[src/rtl/ldiv_pkg.sv]
package ldiv_pkg;

  typedef enum logic [1:0] {
    ST_IDLE = 2'd0,
    ST_RUN  = 2'd1,
    ST_FIN  = 2'd2
  } div_state_e;

  typedef struct packed {
    logic n;
    logic z;
    logic v;
    logic c;
  } cc_t;

endpackage

[src/rtl/div_rst_sync.sv]
module div_rst_sync #(
  parameter int STAGES = 2
) (
  input  logic clk,
  input  logic rst_n,
  output logic rst_sync_n
);

  logic [STAGES-1:0] chain_q;
  logic [STAGES-1:0] chain_d;

  generate
    if (STAGES == 1) begin : g_single
      assign chain_d = 1'b1;
    end else begin : g_multi
      assign chain_d = {chain_q[STAGES-2:0], 1'b1};
    end
  endgenerate

  always_ff @(posedge clk or negedge rst_n) begin
    if (!rst_n) chain_q <= '0;
    else        chain_q <= chain_d;
  end

  assign rst_sync_n = chain_q[STAGES-1];

endmodule

[src/rtl/div_operand_prep.sv]
module div_operand_prep #(
  parameter int W = 32
) (
  input  logic [W-1:0]   y_hi,
  input  logic [W-1:0]   op_a,
  input  logic [W-1:0]   op_b,
  input  logic           signed_mode,
  output logic [2*W-1:0] dvd_mag,
  output logic [W-1:0]   dvs_mag,
  output logic           q_neg,
  output logic           b_zero
);

  logic [2*W-1:0] dvd_raw;
  logic           dvd_neg;
  logic           dvs_neg;

  always_comb begin
    dvd_raw = {y_hi, op_a};
    dvd_neg = signed_mode & y_hi[W-1];
    dvs_neg = signed_mode & op_b[W-1];
    dvd_mag = dvd_neg ? (~dvd_raw + 1'b1) : dvd_raw;
    dvs_mag = dvs_neg ? (~op_b + 1'b1) : op_b;
    q_neg   = dvd_neg ^ dvs_neg;
    b_zero  = (op_b == '0);
  end

endmodule

[src/rtl/div_shift_core.sv]
module div_shift_core #(
  parameter int W = 32
) (
  input  logic           clk,
  input  logic           rst_n,
  input  logic           load,
  input  logic           step,
  input  logic [2*W-1:0] dvd_in,
  input  logic [W-1:0]   dvs_in,
  output logic [2*W-1:0] quo_mag
);

  logic [W-1:0]   rem_q, rem_d;
  logic [2*W-1:0] sh_q, sh_d;
  logic [W-1:0]   dvs_q, dvs_d;
  logic [W:0]     trial;
  logic [W+1:0]   diff;
  logic           qbit;
  logic           en;

  always_comb begin
    trial = {rem_q, sh_q[2*W-1]};
    diff  = {1'b0, trial} - {2'b00, dvs_q};
    qbit  = ~diff[W+1];
    en    = load | step;
    if (load) begin
      rem_d = '0;
      sh_d  = dvd_in;
      dvs_d = dvs_in;
    end else begin
      rem_d = qbit ? diff[W-1:0] : trial[W-1:0];
      sh_d  = {sh_q[2*W-2:0], qbit};
      dvs_d = dvs_q;
    end
  end

  always_ff @(posedge clk or negedge rst_n) begin
    if (!rst_n) begin
      rem_q <= '0;
      sh_q  <= '0;
      dvs_q <= '0;
    end else if (en) begin
      rem_q <= rem_d;
      sh_q  <= sh_d;
      dvs_q <= dvs_d;
    end
  end

  assign quo_mag = sh_q;

endmodule

[src/rtl/div_result_fix.sv]
module div_result_fix
  import ldiv_pkg::*;
#(
  parameter int W = 32
) (
  input  logic [2*W-1:0] quo_mag,
  input  logic           q_neg,
  input  logic           signed_mode,
  output logic [W-1:0]   q_out,
  output logic           ovf_out,
  output cc_t            cc_out
);

  logic [W-1:0] low;
  logic         hi_nz;
  logic         low_rest_nz;

  always_comb begin
    low         = quo_mag[W-1:0];
    hi_nz       = |quo_mag[2*W-1:W];
    low_rest_nz = |low[W-2:0];
    if (!signed_mode) begin
      ovf_out = hi_nz;
      q_out   = hi_nz ? '1 : low;
    end else if (!q_neg) begin
      ovf_out = hi_nz | low[W-1];
      q_out   = ovf_out ? {1'b0, {(W-1){1'b1}}} : low;
    end else begin
      ovf_out = hi_nz | (low[W-1] & low_rest_nz);
      q_out   = ovf_out ? {1'b1, {(W-1){1'b0}}} : (~low + 1'b1);
    end
    cc_out.n = q_out[W-1];
    cc_out.z = (q_out == '0);
    cc_out.v = ovf_out;
    cc_out.c = 1'b0;
  end

endmodule

[src/rtl/long_divider.sv]
module long_divider
  import ldiv_pkg::*;
#(
  parameter int W           = 32,
  parameter int SYNC_STAGES = 2
) (
  input  logic         clk,
  input  logic         rst_n,
  input  logic         start,
  input  logic         signed_mode,
  input  logic [W-1:0] y_hi,
  input  logic [W-1:0] op_a,
  input  logic [W-1:0] op_b,
  output logic         busy,
  output logic         done,
  output logic         div_zero,
  output logic [W-1:0] quotient,
  output logic         ovf,
  output logic [3:0]   flags
);

  localparam int ITER = 2 * W;
  localparam int CW   = $clog2(ITER + 1);

  logic           rst_sync_n;
  div_state_e     state_q, state_d;
  logic [CW-1:0]  cnt_q, cnt_d;
  logic           mode_q, neg_q;
  logic [2*W-1:0] dvd_mag;
  logic [W-1:0]   dvs_mag;
  logic           q_neg;
  logic           b_zero;
  logic [2*W-1:0] quo_mag;
  logic [W-1:0]   q_fix;
  logic           ovf_fix;
  cc_t            cc_fix;
  cc_t            cc_q;
  logic [W-1:0]   q_q;
  logic           ovf_q, done_q, dz_q;
  logic           accept, go, dz_hit, run_step, fin;

  div_rst_sync #(.STAGES(SYNC_STAGES)) u_rst (
    .clk        (clk),
    .rst_n      (rst_n),
    .rst_sync_n (rst_sync_n)
  );

  div_operand_prep #(.W(W)) u_prep (
    .y_hi        (y_hi),
    .op_a        (op_a),
    .op_b        (op_b),
    .signed_mode (signed_mode),
    .dvd_mag     (dvd_mag),
    .dvs_mag     (dvs_mag),
    .q_neg       (q_neg),
    .b_zero      (b_zero)
  );

  div_shift_core #(.W(W)) u_core (
    .clk     (clk),
    .rst_n   (rst_sync_n),
    .load    (go),
    .step    (run_step),
    .dvd_in  (dvd_mag),
    .dvs_in  (dvs_mag),
    .quo_mag (quo_mag)
  );

  div_result_fix #(.W(W)) u_fix (
    .quo_mag     (quo_mag),
    .q_neg       (neg_q),
    .signed_mode (mode_q),
    .q_out       (q_fix),
    .ovf_out     (ovf_fix),
    .cc_out      (cc_fix)
  );

  // control decode and next state
  always_comb begin
    accept   = start & (state_q == ST_IDLE);
    go       = accept & ~b_zero;
    dz_hit   = accept & b_zero;
    run_step = (state_q == ST_RUN);
    fin      = (state_q == ST_FIN);
    state_d  = state_q;
    cnt_d    = cnt_q;
    case (state_q)
      ST_IDLE: begin
        if (go) begin
          state_d = ST_RUN;
          cnt_d   = CW'(ITER);
        end
      end
      ST_RUN: begin
        cnt_d = cnt_q - CW'(1);
        if (cnt_q == CW'(1)) state_d = ST_FIN;
      end
      ST_FIN: begin
        state_d = ST_IDLE;
      end
      default: begin
        state_d = ST_IDLE;
      end
    endcase
  end

  // registers
  always_ff @(posedge clk or negedge rst_sync_n) begin
    if (!rst_sync_n) begin
      state_q <= ST_IDLE;
      cnt_q   <= '0;
      done_q  <= 1'b0;
      dz_q    <= 1'b0;
    end else begin
      state_q <= state_d;
      cnt_q   <= cnt_d;
      done_q  <= dz_hit | fin;
      dz_q    <= dz_hit;
    end
  end

  always_ff @(posedge clk or negedge rst_sync_n) begin
    if (!rst_sync_n) begin
      mode_q <= 1'b0;
      neg_q  <= 1'b0;
    end else if (go) begin
      mode_q <= signed_mode;
      neg_q  <= q_neg;
    end
  end

  always_ff @(posedge clk or negedge rst_sync_n) begin
    if (!rst_sync_n) begin
      q_q   <= '0;
      ovf_q <= 1'b0;
      cc_q  <= '0;
    end else if (fin) begin
      q_q   <= q_fix;
      ovf_q <= ovf_fix;
      cc_q  <= cc_fix;
    end
  end

  assign busy     = (state_q != ST_IDLE);
  assign done     = done_q;
  assign div_zero = dz_q;
  assign quotient = q_q;
  assign ovf      = ovf_q;
  assign flags    = {cc_q.n, cc_q.z, cc_q.v, cc_q.c};

endmodule

[config.mk]
export PLATFORM = sky130hd
export DESIGN_NAME = long_divider
export DESIGN_NICKNAME = d
export VERILOG_FILES = /design/src/rtl/ldiv_pkg.sv /design/src/rtl/div_rst_sync.sv /design/src/rtl/div_operand_prep.sv /design/src/rtl/div_shift_core.sv /design/src/rtl/div_result_fix.sv /design/src/rtl/long_divider.sv
export SDC_FILE = /design/constraint.sdc
export NUM_CORES = 1
export LEC_CHECK = 0
export ABC_AREA = 1
export BUFFER_PORTS_ARGS = -buffer_cell sky130_fd_sc_hd__buf_2
export CORE_ASPECT_RATIO = 2
export CORE_MARGIN = 10
export CORE_UTILIZATION = 40
export DETAILED_ROUTE_END_ITERATION = 16
export GPL_TIMING_DRIVEN = 0
export HOLD_SLACK_MARGIN = 0.1
export PLACE_DENSITY_LB_ADDON = 0.15
export SLEW_MARGIN = 10
export SYNTH_ARGS = -nofsm -noshare
export SYNTH_HDL_FRONTEND = slang
export SYNTH_SLANG_ARGS = --single-unit
[constraint.sdc]
create_clock -name clk -period 7.4 [get_ports clk]
set_input_delay 0.37 -clock clk [delete_from_list [all_inputs] [get_ports clk]]
set_output_delay 0.37 -clock clk [all_outputs]
set_load 0.03 [all_outputs]
==> results of run 1 <==
[Yosys cell counts (all sizes together), types with 25 or more instances]
library cell,count,area share
inv,211,0.057
nand3,129,0.047
nand2,536,0.15
ha,37,0.033
dfrtp,177,0.32
o21ai,195,0.071
xnor2,36,0.023
nor2,273,0.081
buf,34,0.015
a21oi,117,0.042
nand4,28,0.013
nor4,25,0.013
nor3,32,0.015
clkbuf,44,0.012
o221ai,37,0.023
xor2,55,0.034
[worst max-delay path, stage by stage (launching register included)]
cell and delay (ns):
dfrtp_1 0.52, inv_1 0.24, ha_1 0.31, fa_1 0.40, inv_1 0.07, nand3_1 0.06
nand2_1 0.11, a21oi_1 0.14, o21ai_0 0.45, nand2_1 0.14, nand2_1 0.24, nand4_1 0.26
nand3_1 0.17, nand3_1 0.09, o211ai_1 0.09, nand2_1 0.06
[per-stage QoR]
stage	std cells	hold WS, ns
final	2692	0.197
after global routing	2692	0.208
after CTS	2692	0.191
after detailed placement	2659	0.163
after global placement	2656	0.157
after floorplan	2077	0.0744
[layout make-up]
class | count | area share
Tap cell | 441 | 0.0347
Timing Repair Buffer | 142 | 0.0478
Clock inverter | 14 | 0.0116
Sequential cell | 177 | 0.279
Multi-Input combinational cell | 1607 | 0.526
Buffer | 78 | 0.0234
Clock buffer | 18 | 0.0270
Inverter | 215 | 0.0508
[worst max-delay path by stage]
stage	startpoint	to	slack (ns)
final	u_core.quo_mag[63]$_DFFE_PN0P_	u_core.rem_q[28]$_DFFE_PN0P_	3.93
after global routing	u_core.quo_mag[63]$_DFFE_PN0P_	u_core.rem_q[22]$_DFFE_PN0P_	3.90
after CTS	u_core.quo_mag[63]$_DFFE_PN0P_	u_core.rem_q[28]$_DFFE_PN0P_	4.01
after detailed placement	op_b[25]	u_core.dvs_q[3]$_DFFE_PN0P_	3.92
after global placement	u_rst.chain_q[1]$_DFF_PN0_	u_core.quo_mag[30]$_DFFE_PN0P_	-0.06
after floorplan	u_rst.chain_q[1]$_DFF_PN0_	cnt_q[0]$_DFFE_PN0P_	2.10
[sequential cells by signal (all words and copies together), names as in the netlist]
register and count:
u_core.dvs_q 32, u_core.quo_mag 64, cnt_q 7, ovf 1, done 1, mode_q 1
quotient 31, neg_q 1, div_zero 1, u_core.rem_q 32, flags 2, state_q 2
u_rst.chain_q 2
[logic make-up (layout without fill, tap and decap cells)]
logic type               count (synthesis)  in the layout  share of synthesized area
AO/OA/AOI/OAI                          438            438                      0.182
XOR/XNOR                                91             91                     0.0571
adder cells (fa/ha/maj)                 38             38                     0.0346
buffers and inverters                  293            467                     0.0845
flip-flops                             177            177                      0.317
multiplexers                             1              1                   0.000717
other                                    2              2                   0.000538
AND/OR/NAND/NOR                       1037           1037                      0.324
[per-layer routing]
metal | up-vias | wire [µm] | global-route usage
met4 | 0 | 8490 | 0.334
met5 | - | 0 | 0
li1 | 7237 | - | -
met2 | 622 | 38000 | 0.608
met3 | 313 | 2400 | 0.0396
met1 | 7178 | 20100 | 0.242
[what timing repair did]
item	CTS	global route
buffers inserted	0	0
endpoints found under the hold margin	2	0
hold buffers	1	0
[report_power, final]
| part | leakage, nW | switching (mW) | internal [mW] | total (mW) |
|---|---|---|---|---|
| sequential | 2.18 | 0.468 | 1.43 | 1.90 |
| combinational | 4.74 | 3.23 | 1.52 | 4.75 |
| clock | 0.299 | 0.487 | 0.489 | 0.976 |
| total | 7.22 | 4.18 | 3.44 | 7.62 |
==> results.toml, run 1 <==
[finish]
nNetsFinal = 2376
final_cell_mix = "nand2_1 (521), nor2_1 (255), inv_1 (206)"
diodes = 0
register_area_um2 = 4430
drive_gt1_frac = 0.115
nFillCells = 3806
multiInputGateArea_um2 = 8360
final_cell_area_um2 = 15900
fin_util = 0.463
area_growth_pct = 13.9
layout_commonest_cell = "nand2_1"

[detailed_routing]
vias_per_cell = 5.70
vias = 15400
wl_per_cell_um = 25.6
drc = 0
drt_pass1_iterations = 5
routed_wl_um = 69000
drt.antenna.violating_nets = 0
drt-initial-drc-count = 819

[sta]
worst_slack_ns = 3.93
rsz0062_at_grt = "false"
drv_slew = 0
hold_viol_final = 0
fin_worst_skew_ns = 0.0209
fin_setup_tns_ns = 0
finalSetupViolCount = 0
fmax_ghz = 0.288
worst_slew_pin_slew_ns = 1.08
slew_headroom = 0.281
min_period_ns = 3.47
fin_crit_sh = 0.469

[pwr]
p_total_mw = 7.62
p_leak_nw = 7.22
ir_drop_mv = 0.206
power_density_nw_per_um2 = 479

[place]
port_buffers = 138
dp_worst_setup_slack_ns = 3.92
gp_congestion = 1.01
hpwl_um = 57800
placed_cell_area_um2 = 15300

[floorplanning]
coreArea_um2 = 34400
dieArea_um2 = 43200
initial_utilization = 0.407
boundaryPins = 140
num_rows = 96
die_w_um = 152
die_h_um = 284

[synth]
synth_cells = 2077
synth-async-reset-ratio = 1.00
ys_ff_latch = 177
yosys.cell_types.count = 54
synth_edf_count = 0
ys_seq_area_frac = 0.317
syn_area_per_cell_um2 = 6.72
netlist_area_um2 = 14000
yosys_warnings = 0
synth_nets = 2215
ys.flop_type = "dfrtp_1"

[run_status]
status = "completed"

[setup_path]
startpoint_type = "flop"
crit_path_end_kind = "flop"
r2r_cells = 15
critical_path_arrival_ns = 3.84
r2r_start = "u_core.quo_mag[63]$_DFFE_PN0P_"
path_max_fanout = 3
rrSetupSlack_ns = 3.93
reg2reg_to = "u_core.rem_q[28]$_DFFE_PN0P_"
crit_type = "reg2reg"
cp.required_ns = 7.77

[cts]
clock-sinks = 177
clock_latency_ns = 0.48
cts-root-buf = "clkbuf_16"
clock_path_buffers = 2
cts_made_buffers = 17
cts_resized = 0
path_clk_slew_ns = 0.08
cts_tree = "done"
cts_htree_levels = 4

[global_route]
grt_usage = 0.311
grt_max_degree = 62
antenna_found_initial = 1
grt_pass1_vias = 16300
grt_pass1_wl_um = 101000
gr-total-overflow = 0

[min_path]
hold_depth = 3
hold_path_class = "in2reg"
holdPathEnd = "u_core.dvs_q[0]$_DFFE_PN0P_"
hp-start = "op_b[0]"

[run]
drv_cap = 0
Power figures use the tool's default switching activity.
==> inputs of run 2 (changes only) <==
Settings changed: ABC_AREA 1 to 0.
Clock period 7.4 ns to 3.15 ns, I/O delays scaled along.
==> results.toml, run 2 <==
[synth]
synth_top_area_frac = 0.367
yosysMostFrequentCell = "dfrtp_1"
synth_nets = 1551
ys.flop_type = "dfrtp_1"
synth_edf_count = 0
yosysTopAreaCell = "dfrtp_1"
ys_seq_area_frac = 0.367
syn_area_per_cell_um2 = 8.54
yosys_warnings = 0
synthTopCellsByArea = "dfrtp_1 (37%), o21ai_0 (6.2%), xnor2_1 (4.3%)"
synth_cells = 1413
ys_ff_latch = 177
synth_common_cells = "dfrtp_1 (177), o21ai_0 (149), nand2_1 (125)"
yosys.cell_types.count = 81
synth-async-reset-ratio = 1.00
netlist_area_um2 = 12100

[pwr]
power_density_nw_per_um2 = 324
ir_drop_mv = 0.405
p_leak_nw = 6.54
p_total_mw = 5.06

[finish]
layout_commonest_cell = "dfrtp_1"
nFillCells = 2848
area_growth_pct = 29.6
multiInputGateArea_um2 = 7560
fin_util = 0.528
drive_gt1_frac = 0.217
register_area_um2 = 4460
nNetsFinal = 1832
final_cell_mix = "dfrtp_1 (156), buf_2 (148), o21ai_0 (126)"
largest_reg_flops = 64

[detailed_routing]
drt.antenna.violating_nets = 0
routed_wl_um = 48200
wl_per_cell_um = 23.3
drc = 0
vias_per_cell = 6.02
vias = 12500
drt_pass1_iterations = 5
drt-initial-drc-count = 713

[cts]
cts_htree_levels = 4
cts_tree = "done"
clock_path_buffers = 2
cts-root-buf = "clkbuf_16"
clock-sinks = 177
clock_latency_ns = 0.47
cts_made_buffers = 17
path_clk_slew_ns = 0.07

[setup_path]
critical_path_arrival_ns = 3.64
startpoint_type = "flop"
path_max_fanout = 9
cp.required_ns = 3.49
crit_path_end_kind = "flop"
crit_type = "reg2reg"

[floorplanning]
die_h_um = 266
boundaryPins = 140
coreArea_um2 = 29600
num_rows = 89
die_w_um = 143
initial_utilization = 0.407
dieArea_um2 = 37900

[sta]
fin_setup_tns_ns = -0.222
fmax_ghz = 0.304
finalSetupViolCount = 6
hold_viol_final = 0
fin_worst_skew_ns = 0.00911
rsz0062_at_grt = "true"
worst_slack_ns = -0.143
slew_headroom = 0.371
drv_slew = 0
worst_slew_pin_slew_ns = 0.937
fin_crit_sh = 1.05
min_period_ns = 3.29

[global_route]
antenna_found_initial = 0
grt_pass1_vias = 13000
grt_pass1_wl_um = 72700
gr-total-overflow = 0
grt_max_degree = 61
grt_usage = 0.250

[place]
dp_worst_setup_slack_ns = -1.10
port_buffers = 138
gp_congestion = 0.990
hpwl_um = 36500

[run_status]
status = "complete, but fails checks"
violations = "negative setup slack"

[min_path]
hold_path_class = "in2reg"

[run]
drv_cap = 0
run 2: cells by family after synthesis:
family                     after synthesis  synth area share
muxes                                   23            0.0193
other                                    2          0.000623
xor gates and xnor gates               115            0.0835
adders and majority gates               38            0.0400
DFF                                    177             0.367
and+or+nand+nor                        469             0.193
AOI/OAI and AO/OA                      453             0.250
buffers and inverters                  136            0.0461
run 2: final timing paths:
check / from / slack (ns) / endpoint / cells past startpoint
max in group asynchronous: u_rst.chain_q[1]$_DFF_PN0_ / 1.61 / u_core.quo_mag[9]$_DFFE_PN0P_ / 3
worst max-delay path: u_core.quo_mag[27]$_DFFE_PN0P_ / -0.14 / flags[2]$_DFFE_PN0P_ / 10
min in group asynchronous: u_rst.chain_q[1]$_DFF_PN0_ / 0.28 / u_core.rem_q[31]$_DFFE_PN0P_ / 0
worst min register to register: u_rst.chain_q[1]$_DFF_PN0_ / 0.28 / u_core.rem_q[31]$_DFFE_PN0P_ / 0
worst min-delay path: op_b[31] / 0.09 / u_core.dvs_q[31]$_DFFE_PN0P_ / 3
worst max register to register: u_core.quo_mag[27]$_DFFE_PN0P_ / -0.14 / flags[2]$_DFFE_PN0P_ / 10
run 2: routing by layer:
metal	vias to the layer above	share of wire	GRT usage
li1	5775	-	-
met1	6087	0.33	0.222
met2	410	0.56	0.484
met3	192	0.038	0.0418
met4	0	0.077	0.183
met5	-	0	0
run 2: through the flow:
| step | instance area [µm²] | hold WS (ns) | cells |
|---|---|---|---|
| after floorplan | 12100 | -0.138 | 1413 |
| after global placement | 13200 | -0.0562 | 1915 |
| after detailed placement | 13300 | -0.0543 | 1918 |
| after CTS | 15200 | 0.101 | 2054 |
| after global routing | 15600 | 0.105 | 2070 |
| final | 15600 | 0.0904 | 2071 |
run 2: timing repair:
item                       4_1_cts  5_1_grt
setup endpoints to repair      137       87
hold endpoints to repair        66        0
gates cloned                     1        2
hold buffers                    65        0
buffers inserted                42       14
resized for setup               86       83
pin swaps                       33       21
run 2: critical path, cell delays in order (launching register included):
cell      delay (ns)
dfrtp_2         0.43
or4_4           0.59
or4_4           0.48
o41a_1          0.56
o21ai_2         0.25
buf_6           0.17
o211ai_1        0.16
o211a_1         0.19
nand4_1         0.13
or4_4           0.16
o31ai_4         0.05
run 2: layout make-up:
| cell class | count | area share |
|---|---|---|
| plain buffers | 77 | 0.0258 |
| diodes | 1 | 0.000160 |
| inverters | 56 | 0.0134 |
| flip-flops and latches | 177 | 0.285 |
| clock inverters | 11 | 0.00976 |
| repair buffers | 265 | 0.124 |
| multi-input cells | 1100 | 0.483 |
| well taps | 364 | 0.0291 |
| clock buffers | 20 | 0.0292 |
run 2: report_power, final:
| group | internal, mW | total, mW | switching, mW | leakage, nW |
|---|---|---|---|---|
| sequential | 2.27 | 2.28 | 0.00841 | 2.09 |
| clock | 1.29 | 2.32 | 1.03 | 0.290 |
| combinational | 0.199 | 0.455 | 0.255 | 4.16 |
| total | 3.77 | 5.06 | 1.29 | 6.54 |
